--- config.mk ---
export PLATFORM = sky130hd
export DESIGN_NAME = prio_irq_ctrl
export DESIGN_NICKNAME = d
export VERILOG_FILES = /design/src/rtl/vic_pkg.sv /design/src/rtl/vic_flags.sv /design/src/rtl/vic_select.sv /design/src/rtl/vic_gie.sv /design/src/rtl/prio_irq_ctrl.sv
export SDC_FILE = /design/constraint.sdc
export NUM_CORES = 1
export LEC_CHECK = 0
export BUFFER_PORTS_ARGS = -buffer_cell sky130_fd_sc_hd__clkbuf_2
export CORE_ASPECT_RATIO = 0.7
export CORE_MARGIN = 1.5
export CORE_UTILIZATION = 45
export CTS_CLUSTER_SIZE = 8
export DETAILED_ROUTE_END_ITERATION = 6
export GPL_TIMING_DRIVEN = 0
export PLACE_DENSITY = 0.74
export SYNTH_ARGS = -nofsm -noshare
export SYNTH_HDL_FRONTEND = slang
export SYNTH_HIERARCHICAL = 1
export SYNTH_SLANG_ARGS = --single-unit
--- constraint.sdc ---
create_clock -name clk -period 1.8 [get_ports clk]
set_input_delay 0.18 -clock clk [delete_from_list [all_inputs] [get_ports clk]]
set_output_delay 0.18 -clock clk [all_outputs]
set_load 0.01 [all_outputs]
--- src/rtl/vic_pkg.sv ---
package vic_pkg;
  localparam int MAX_SRC = 32;

  // Lowest set bit index; 0 if none.
  function automatic int first_set(input logic [MAX_SRC-1:0] v);
    int r;
    r = 0;
    for (int i = MAX_SRC - 1; i >= 0; i--) begin
      if (v[i]) r = i;
    end
    return r;
  endfunction

  // Slot address: table base plus (index + 1) slots; slot 0 is reset.
  function automatic logic [31:0] slot_addr(input logic use_boot,
                                            input logic [31:0] boot_base,
                                            input int idx,
                                            input int slot_words);
    logic [31:0] base;
    base = use_boot ? boot_base : 32'd0;
    return base + 32'(idx + 1) * 32'(slot_words);
  endfunction
endpackage

--- src/rtl/vic_flags.sv ---
module vic_flags #(
  parameter int N_SRC = 8,
  localparam int IDW = (N_SRC > 1) ? $clog2(N_SRC) : 1
) (
  input  logic             clk,
  input  logic             rst_n,
  input  logic [N_SRC-1:0] req_in,
  input  logic             en_wr,
  input  logic [N_SRC-1:0] en_data,
  input  logic             clr_wr,
  input  logic [N_SRC-1:0] clr_mask,
  input  logic             take,
  input  logic [IDW-1:0]   take_id,
  output logic [N_SRC-1:0] flag_o,
  output logic [N_SRC-1:0] en_o
);
  logic [N_SRC-1:0] prev_q, flag_q, en_q;
  logic [N_SRC-1:0] rise, clr_vec, ack_vec, flag_d;

  assign rise    = req_in & ~prev_q;
  assign clr_vec = clr_wr ? clr_mask : '0;

  always_comb begin
    for (int i = 0; i < N_SRC; i++) ack_vec[i] = take && (take_id == IDW'(i));
  end

  // New edge wins over both software clear and acknowledge clear.
  assign flag_d = (flag_q & ~clr_vec & ~ack_vec) | rise;

  always_ff @(posedge clk) begin
    if (!rst_n) begin
      prev_q <= '0;
      flag_q <= '0;
      en_q   <= '0;
    end else begin
      prev_q <= req_in;
      flag_q <= flag_d;
      if (en_wr) en_q <= en_data;
    end
  end

  assign flag_o = flag_q;
  assign en_o   = en_q;

  a_r1_edge_sets: assert property (@(posedge clk) disable iff (!rst_n)
    (|rise) |=> ((flag_q & $past(rise)) == $past(rise)));
  a_r7_edge_beats_clear: assert property (@(posedge clk) disable iff (!rst_n)
    (clr_wr && |(clr_mask & rise)) |=>
      ((flag_q & $past(clr_mask & rise)) == $past(clr_mask & rise)));
  a_r6_one_clears: assert property (@(posedge clk) disable iff (!rst_n)
    (clr_wr && |(clr_mask & ~rise)) |=> ((flag_q & $past(clr_mask & ~rise)) == '0));
  a_r6_zero_keeps: assert property (@(posedge clk) disable iff (!rst_n)
    (clr_wr && !take) |=>
      ((flag_q & $past(flag_q & ~clr_mask)) == $past(flag_q & ~clr_mask)));
  a_r5_ack_clears_flag: assert property (@(posedge clk) disable iff (!rst_n)
    (take && !rise[take_id]) |=> !flag_q[$past(take_id)]);
endmodule

--- src/rtl/vic_select.sv ---
module vic_select
  import vic_pkg::*;
#(
  parameter int N_SRC = 8,
  parameter int ADDR_W = 16,
  parameter int SLOT_WORDS = 2,
  parameter logic [ADDR_W-1:0] BOOT_BASE = 16'h3800,
  localparam int IDW = (N_SRC > 1) ? $clog2(N_SRC) : 1
) (
  input  logic              clk,
  input  logic              rst_n,
  input  logic [N_SRC-1:0]  flag,
  input  logic [N_SRC-1:0]  en,
  input  logic              gie,
  input  logic              ack,
  input  logic              use_boot,
  output logic              req_o,
  output logic [IDW-1:0]    id_o,
  output logic [ADDR_W-1:0] vec_o,
  output logic              take_o
);
  logic [N_SRC-1:0]   cand;
  logic [MAX_SRC-1:0] cand_w;
  logic               any_cand, raise, take;
  int                 win;
  logic [31:0]        win_vec;
  logic               req_q;
  logic [IDW-1:0]     id_q;
  logic [ADDR_W-1:0]  vec_q;

  assign cand     = flag & en;
  assign any_cand = |cand;

  always_comb begin
    cand_w = '0;
    cand_w[N_SRC-1:0] = cand;
  end

  assign win     = first_set(cand_w);
  assign win_vec = slot_addr(use_boot, 32'(BOOT_BASE), win, SLOT_WORDS);
  assign raise   = !req_q && gie && any_cand;
  assign take    = req_q && ack;

  always_ff @(posedge clk) begin
    if (!rst_n) begin
      req_q <= 1'b0;
      id_q  <= '0;
      vec_q <= '0;
    end else if (take) begin
      req_q <= 1'b0;
    end else if (raise) begin
      req_q <= 1'b1;
      id_q  <= IDW'(win);
      vec_q <= win_vec[ADDR_W-1:0];
    end
  end

  assign req_o  = req_q;
  assign id_o   = id_q;
  assign vec_o  = vec_q;
  assign take_o = take;

  a_r2_gated: assert property (@(posedge clk) disable iff (!rst_n)
    $rose(req_q) |-> $past(gie && any_cand));
  a_r3_lowest_wins: assert property (@(posedge clk) disable iff (!rst_n)
    $rose(req_q) |-> (($past(cand) & ((N_SRC'(1) << id_q) - N_SRC'(1))) == '0));
  a_r9_hold: assert property (@(posedge clk) disable iff (!rst_n)
    (req_q && !ack) |=> (req_q && $stable(id_q) && $stable(vec_q)));
  a_r5_req_drops: assert property (@(posedge clk) disable iff (!rst_n)
    take |=> !req_q);
endmodule

--- src/rtl/vic_gie.sv ---
module vic_gie (
  input  logic clk,
  input  logic rst_n,
  input  logic take,
  input  logic gie_set,
  input  logic gie_clr,
  input  logic reti,
  output logic gie_o
);
  logic gie_q;

  always_ff @(posedge clk) begin
    if (!rst_n)                gie_q <= 1'b0;
    else if (take)             gie_q <= 1'b0;
    else if (gie_clr)          gie_q <= 1'b0;
    else if (gie_set || reti)  gie_q <= 1'b1;
  end

  assign gie_o = gie_q;

  a_r5_entry_masks: assert property (@(posedge clk) disable iff (!rst_n)
    take |=> !gie_q);
  a_r8_set_or_return: assert property (@(posedge clk) disable iff (!rst_n)
    ((gie_set || reti) && !gie_clr && !take) |=> gie_q);
  a_r8_clear_wins: assert property (@(posedge clk) disable iff (!rst_n)
    gie_clr |=> !gie_q);
endmodule

--- src/rtl/prio_irq_ctrl.sv ---
module prio_irq_ctrl #(
  parameter int N_SRC = 8,
  parameter int ADDR_W = 16,
  parameter int SLOT_WORDS = 2,
  parameter logic [ADDR_W-1:0] BOOT_BASE = 16'h3800,
  localparam int IDW = (N_SRC > 1) ? $clog2(N_SRC) : 1
) (
  input  logic              clk,
  input  logic              rst_n,
  input  logic [N_SRC-1:0]  req_in,
  input  logic              en_wr,
  input  logic [N_SRC-1:0]  en_data,
  input  logic              clr_wr,
  input  logic [N_SRC-1:0]  clr_mask,
  input  logic              gie_set,
  input  logic              gie_clr,
  input  logic              reti,
  input  logic              ack,
  input  logic              use_boot,
  output logic              irq_req,
  output logic [IDW-1:0]    irq_id,
  output logic [ADDR_W-1:0] irq_vec,
  output logic [N_SRC-1:0]  pend,
  output logic              gie
);
  logic [N_SRC-1:0] en_bits;
  logic             take;

  vic_flags #(.N_SRC(N_SRC)) u_flags (
    .clk(clk), .rst_n(rst_n), .req_in(req_in),
    .en_wr(en_wr), .en_data(en_data),
    .clr_wr(clr_wr), .clr_mask(clr_mask),
    .take(take), .take_id(irq_id),
    .flag_o(pend), .en_o(en_bits)
  );

  vic_gie u_gie (
    .clk(clk), .rst_n(rst_n), .take(take),
    .gie_set(gie_set), .gie_clr(gie_clr), .reti(reti), .gie_o(gie)
  );

  vic_select #(.N_SRC(N_SRC), .ADDR_W(ADDR_W), .SLOT_WORDS(SLOT_WORDS),
               .BOOT_BASE(BOOT_BASE)) u_sel (
    .clk(clk), .rst_n(rst_n), .flag(pend), .en(en_bits), .gie(gie),
    .ack(ack), .use_boot(use_boot),
    .req_o(irq_req), .id_o(irq_id), .vec_o(irq_vec), .take_o(take)
  );
endmodule

==> metrics.log <==
[metrics] source-to-sink clock delay at the later pin of the worst-skew pair: 0.28 ns
[metrics] maximum clock path buffer count: 2
[metrics] via count of the first global-routing pass: 1214
[metrics] LEAKAGE: 0.00101 uW
[metrics] power after layout: 1670 uW
[metrics] min cycle time layout: 1.67 ns
[metrics] kind of start point of the critical path: flip-flop
[metrics] gate count after technology mapping: 173
[metrics] number of nets with antenna violations after detailed routing: 0
[metrics] pins over their slew limit: 0
[metrics] library cell used as clock root buffer: sky130_fd_sc_hd__clkbuf_8
[metrics] proportion of power drawn by flip-flops and latches: 50.7%
[metrics] global route overflow: 0
[metrics] number of placement rows: 18
[metrics] number of different library cells in the post-synthesis netlist: 45
[metrics] syn avg cell area: 9.58 sq um
[metrics] commonest non-fill, non-tap cells in the layout: 51 x sky130_fd_sc_hd__clkbuf_2, 33 x sky130_fd_sc_hd__dfxtp_1, 25 x sky130_fd_sc_hd__nand2_1
[metrics] Crit. path cell count: 8
[metrics] vias: 1439
[metrics] Warnings, synthesis: 6
[metrics] total clock buffers created by CTS: 5
[metrics] number of synthesized flops with an enable pin: 0
[metrics] die extent in x: 75.5 um
[metrics] largest net degree at the start of global routing: 12
[metrics] area leader, netlist: sky130_fd_sc_hd__dfxtp_1
[metrics] initial antenna violation count: 0
[metrics] TritonCTS sink count: 34
[metrics] Max Fclk: 599 MHz
[metrics] TritonCTS clock tree: yes
[metrics] Max FO, Critical Path: 4
[metrics] startpoint of the worst hold path: gie_clr
[metrics] Sum Neg Setup Slack: 0 ns
[metrics] post-synthesis async set-or-reset flop share: 0%
[metrics] Die Ht: 53.8 um
[metrics] die area: 4060 sq um
[metrics] part of the Yosys area used for sequential elements: 41.1%
[metrics] Hold Vio Cnt, Final: 0
[metrics] Worst R2R Path Depth: 8
[metrics] required time worst endpoint: 2.03 ns
[metrics] most common flop cell mapped by yosys: sky130_fd_sc_hd__dfxtp_1
[metrics] #FFs+latches synth: 34
[metrics] classification of the worst setup path: flip-flop to flip-flop
[metrics] I/O pin cnt: 62
[metrics] number of instances on the worst hold path: 2
[metrics] routability congestion estimate: 0.818
[metrics] post-layout net count: 273
[metrics] DRC violation count after routing: 0
[metrics] capture point of the worst reg-to-reg path: u_sel/vec_o[3]
[metrics] Pwr Density: 799 nW/um^2
[metrics] Pint: 1230 uW
[metrics] net switching component of the power: 439 uW
[metrics] beginning of the worst register-to-register path: u_flags/flag_o[2]
[metrics] top area cells in the synthesized netlist: sky130_fd_sc_hd__dfxtp_1 41%, sky130_fd_sc_hd__mux2i_1 6.6%, sky130_fd_sc_hd__nand2_1 5.7%, sky130_fd_sc_hd__buf_4 5.0%, sky130_fd_sc_hd__and2_1 3.8%
[metrics] 1st-iter DRT viols: 74
[metrics] combinational power share: 15.9%
[metrics] buffering stage count on the worst path with inverters included: 1
[metrics] share of cells above drive strength 1: 36.1%
[metrics] Critical Path Sink Type: flip-flop
[metrics] all-layer global routing usage: 19.8%
[metrics] number of detailed-routing iterations run before antenna repair: 4
[metrics] post-placement cell area: 2010 sq um
[metrics] setup repair after global routing missed its margin: false
[metrics] Detail Placement HPWL: 2.80 mm
[metrics] Crit path max-delay family: compound AO/OA/AOI/OAI gates
[metrics] area grow syn2layout: 26.0%
[metrics] final setup violating endpoints: 0
[metrics] Worst Hold End: u_gie/gie_o
[metrics] worst-case clock skew: 0.00282 ns
[metrics] post-layout instance area: 2090 sq um
[metrics] maximum level of the CTS H-tree: 2
[metrics] effective utilization at floorplan: 47.2%
[metrics] detailed-route vias per instance: 5.00
[metrics] worst setup slack for register-to-register paths: 0.13 ns
[metrics] WL final: 3.70 mm
[metrics] peak supply drop: 0.000451 V
[metrics] area share of the largest cell type after synthesis: 41.1%
[metrics] antenna cell count: 0
[metrics] switching portion of total power: 26.3%
[metrics] first-pass GRT wire length: 5.67 mm
[metrics] Tightest Hold Check Type: input port to flip-flop
[metrics] power share of the clock group: 33.4%
[metrics] outcome: finished, final reports clean
[metrics] Data arrival, critical path: 1.90 ns
[metrics] crit share post-route: 92.7%
[metrics] setup repair bufs after CTS: 0
[metrics] filler cell count in the final layout: 333
[metrics] Buffers on Ports: 51
[metrics] standard cell core area: 3510 sq um
[metrics] netlist area before placement: 1660 sq um
[metrics] cell type of the slowest stage on the worst timing path: sky130_fd_sc_hd__dfxtp_2
[metrics] Critical Path, Cell by Cell: nand2_2 > a32o_2 > a22oi_2 > inv_2 > ha_1 > nor3b_1 > nand3_1 > nand4_1
[metrics] wire length per cell: 12.8 um
[metrics] clock transition at the register clock pins on the worst setup and hold paths after CTS: 0.06 ns
[metrics] maxcap violations: 0
[metrics] Crit path largest cell delay: 0.36 ns
[metrics] most common library cell in the layout ignoring fill and taps: sky130_fd_sc_hd__clkbuf_2
-- kinds of logic (layout without fill, tap and decap cells) --
group | count (synthesis) | count (layout) | synth area share [%]
adder cells (fa/ha/maj) | 1 | 1 | 0.755
other | 1 | 9 | 0.226
flip-flops | 34 | 34 | 41.1
buffers and inverters | 23 | 80 | 8.45
AND/OR/NAND/NOR | 78 | 78 | 28.1
AO/OA/AOI/OAI | 25 | 25 | 14.7
multiplexers | 11 | 11 | 6.64
-- per-layer routing --
| layer | vias up | wire length [um] | GRT usage (%) |
|---|---|---|---|
| met5 | - | 0 | 0 |
| met4 | 0 | 23 | 7.14 |
| met3 | 4 | 303 | 8.43 |
| met2 | 67 | 1460 | 27.2 |
| met1 | 639 | 1910 | 27.6 |
| li1 | 729 | - | - |
-- worst reg2reg max path, cell delays in order, from the launching register on --
cell                      delay, ns
sky130_fd_sc_hd__dfxtp_2       0.36
sky130_fd_sc_hd__nand2_2       0.09
sky130_fd_sc_hd__a32o_2        0.27
sky130_fd_sc_hd__a22oi_2       0.23
sky130_fd_sc_hd__inv_2         0.06
sky130_fd_sc_hd__ha_1          0.25
sky130_fd_sc_hd__nor3b_1       0.19
sky130_fd_sc_hd__nand3_1       0.10
sky130_fd_sc_hd__nand4_1       0.07
-- state kept, by name, summed over array words and instances (netlist names) --
| register | count |
|---|---|
| u_flags/en_o | 8 |
| u_gie/gie_o | 1 |
| u_flags/prev_q | 8 |
| u_flags/flag_o | 8 |
| u_sel/vec_o | 5 |
| u_sel/req_o | 1 |
| u_sel/id_o | 3 |
-- stage by stage --
step           setup slack, ns  hold WS [ns]  util, %  cells
2_1_floorplan            0.212         0.254        -    181
3_3_place_gp             0.105         0.358     57.1    282
3_5_place_dp             0.116         0.363     57.1    282
4_1_cts                 0.0876        0.0591     59.4    288
5_1_grt                 0.0523        0.0520     59.5    288
6_report                 0.131        0.0621     59.5    288
-- worst max-delay path by stage --
stage                            from             end  slack, ns
CTS                 u_flags/flag_o[2]  u_sel/vec_o[3]       0.09
detailed placement  u_flags/flag_o[2]  u_sel/vec_o[3]       0.12
finish              u_flags/flag_o[2]  u_sel/vec_o[3]       0.13
global route        u_flags/flag_o[2]  u_sel/vec_o[3]       0.05
global placement    u_flags/flag_o[2]  u_sel/vec_o[3]       0.10
floorplan           u_flags/flag_o[2]  u_sel/vec_o[3]       0.21
-- power groups by stage --
stage                     registers (uW)  clock network (uW)  logic (uW)
after floorplan                      861                   0         165
after global placement               860                   0         261
after detailed placement             862                   0         264
after CTS                            845                 565         266
after global routing                 852                 605         294
final                                846                 557         266
-- synthesized netlist by cell type, types with 2 or more instances --
| cell type | number |
|---|---|
| sky130_fd_sc_hd__dfxtp_1 | 34 |
| sky130_fd_sc_hd__nand2_1 | 25 |
| sky130_fd_sc_hd__buf_4 | 11 |
| sky130_fd_sc_hd__mux2i_1 | 11 |
| sky130_fd_sc_hd__and2_1 | 10 |
| sky130_fd_sc_hd__nor2b_1 | 10 |
| sky130_fd_sc_hd__nand3_1 | 7 |
| sky130_fd_sc_hd__a41o_1 | 4 |
| sky130_fd_sc_hd__and3b_1 | 4 |
| sky130_fd_sc_hd__buf_2 | 4 |
| sky130_fd_sc_hd__inv_1 | 4 |
| sky130_fd_sc_hd__nand4_1 | 4 |
| sky130_fd_sc_hd__nand4b_1 | 4 |
| sky130_fd_sc_hd__a22oi_2 | 3 |
| sky130_fd_sc_hd__and3_1 | 2 |
| sky130_fd_sc_hd__and4bb_1 | 2 |
| sky130_fd_sc_hd__clkbuf_1 | 2 |
| sky130_fd_sc_hd__nor2_1 | 2 |
| sky130_fd_sc_hd__o211ai_1 | 2 |
| sky130_fd_sc_hd__o32ai_1 | 2 |
| sky130_fd_sc_hd__o32ai_2 | 2 |
-- what timing repair did --
action,in CTS,in global routing
gates resized for setup,0,1
hold buffers,0,0
setup endpoints to repair,0,1
-- area by class of cell --
cell class                      count  area (sq um)  share of cell area (%)
Sequential cell                    34           682                    32.6
Timing Repair Buffer               51           255                    12.2
Multi-Input combinational cell    124           867                    41.5
Inverter                            5          18.8                   0.898
Clock buffer                        6          82.6                    3.95
Tap cell                           50          62.6                    2.99
Buffer                             18           121                    5.81
(Power assumes the default switching activity.)
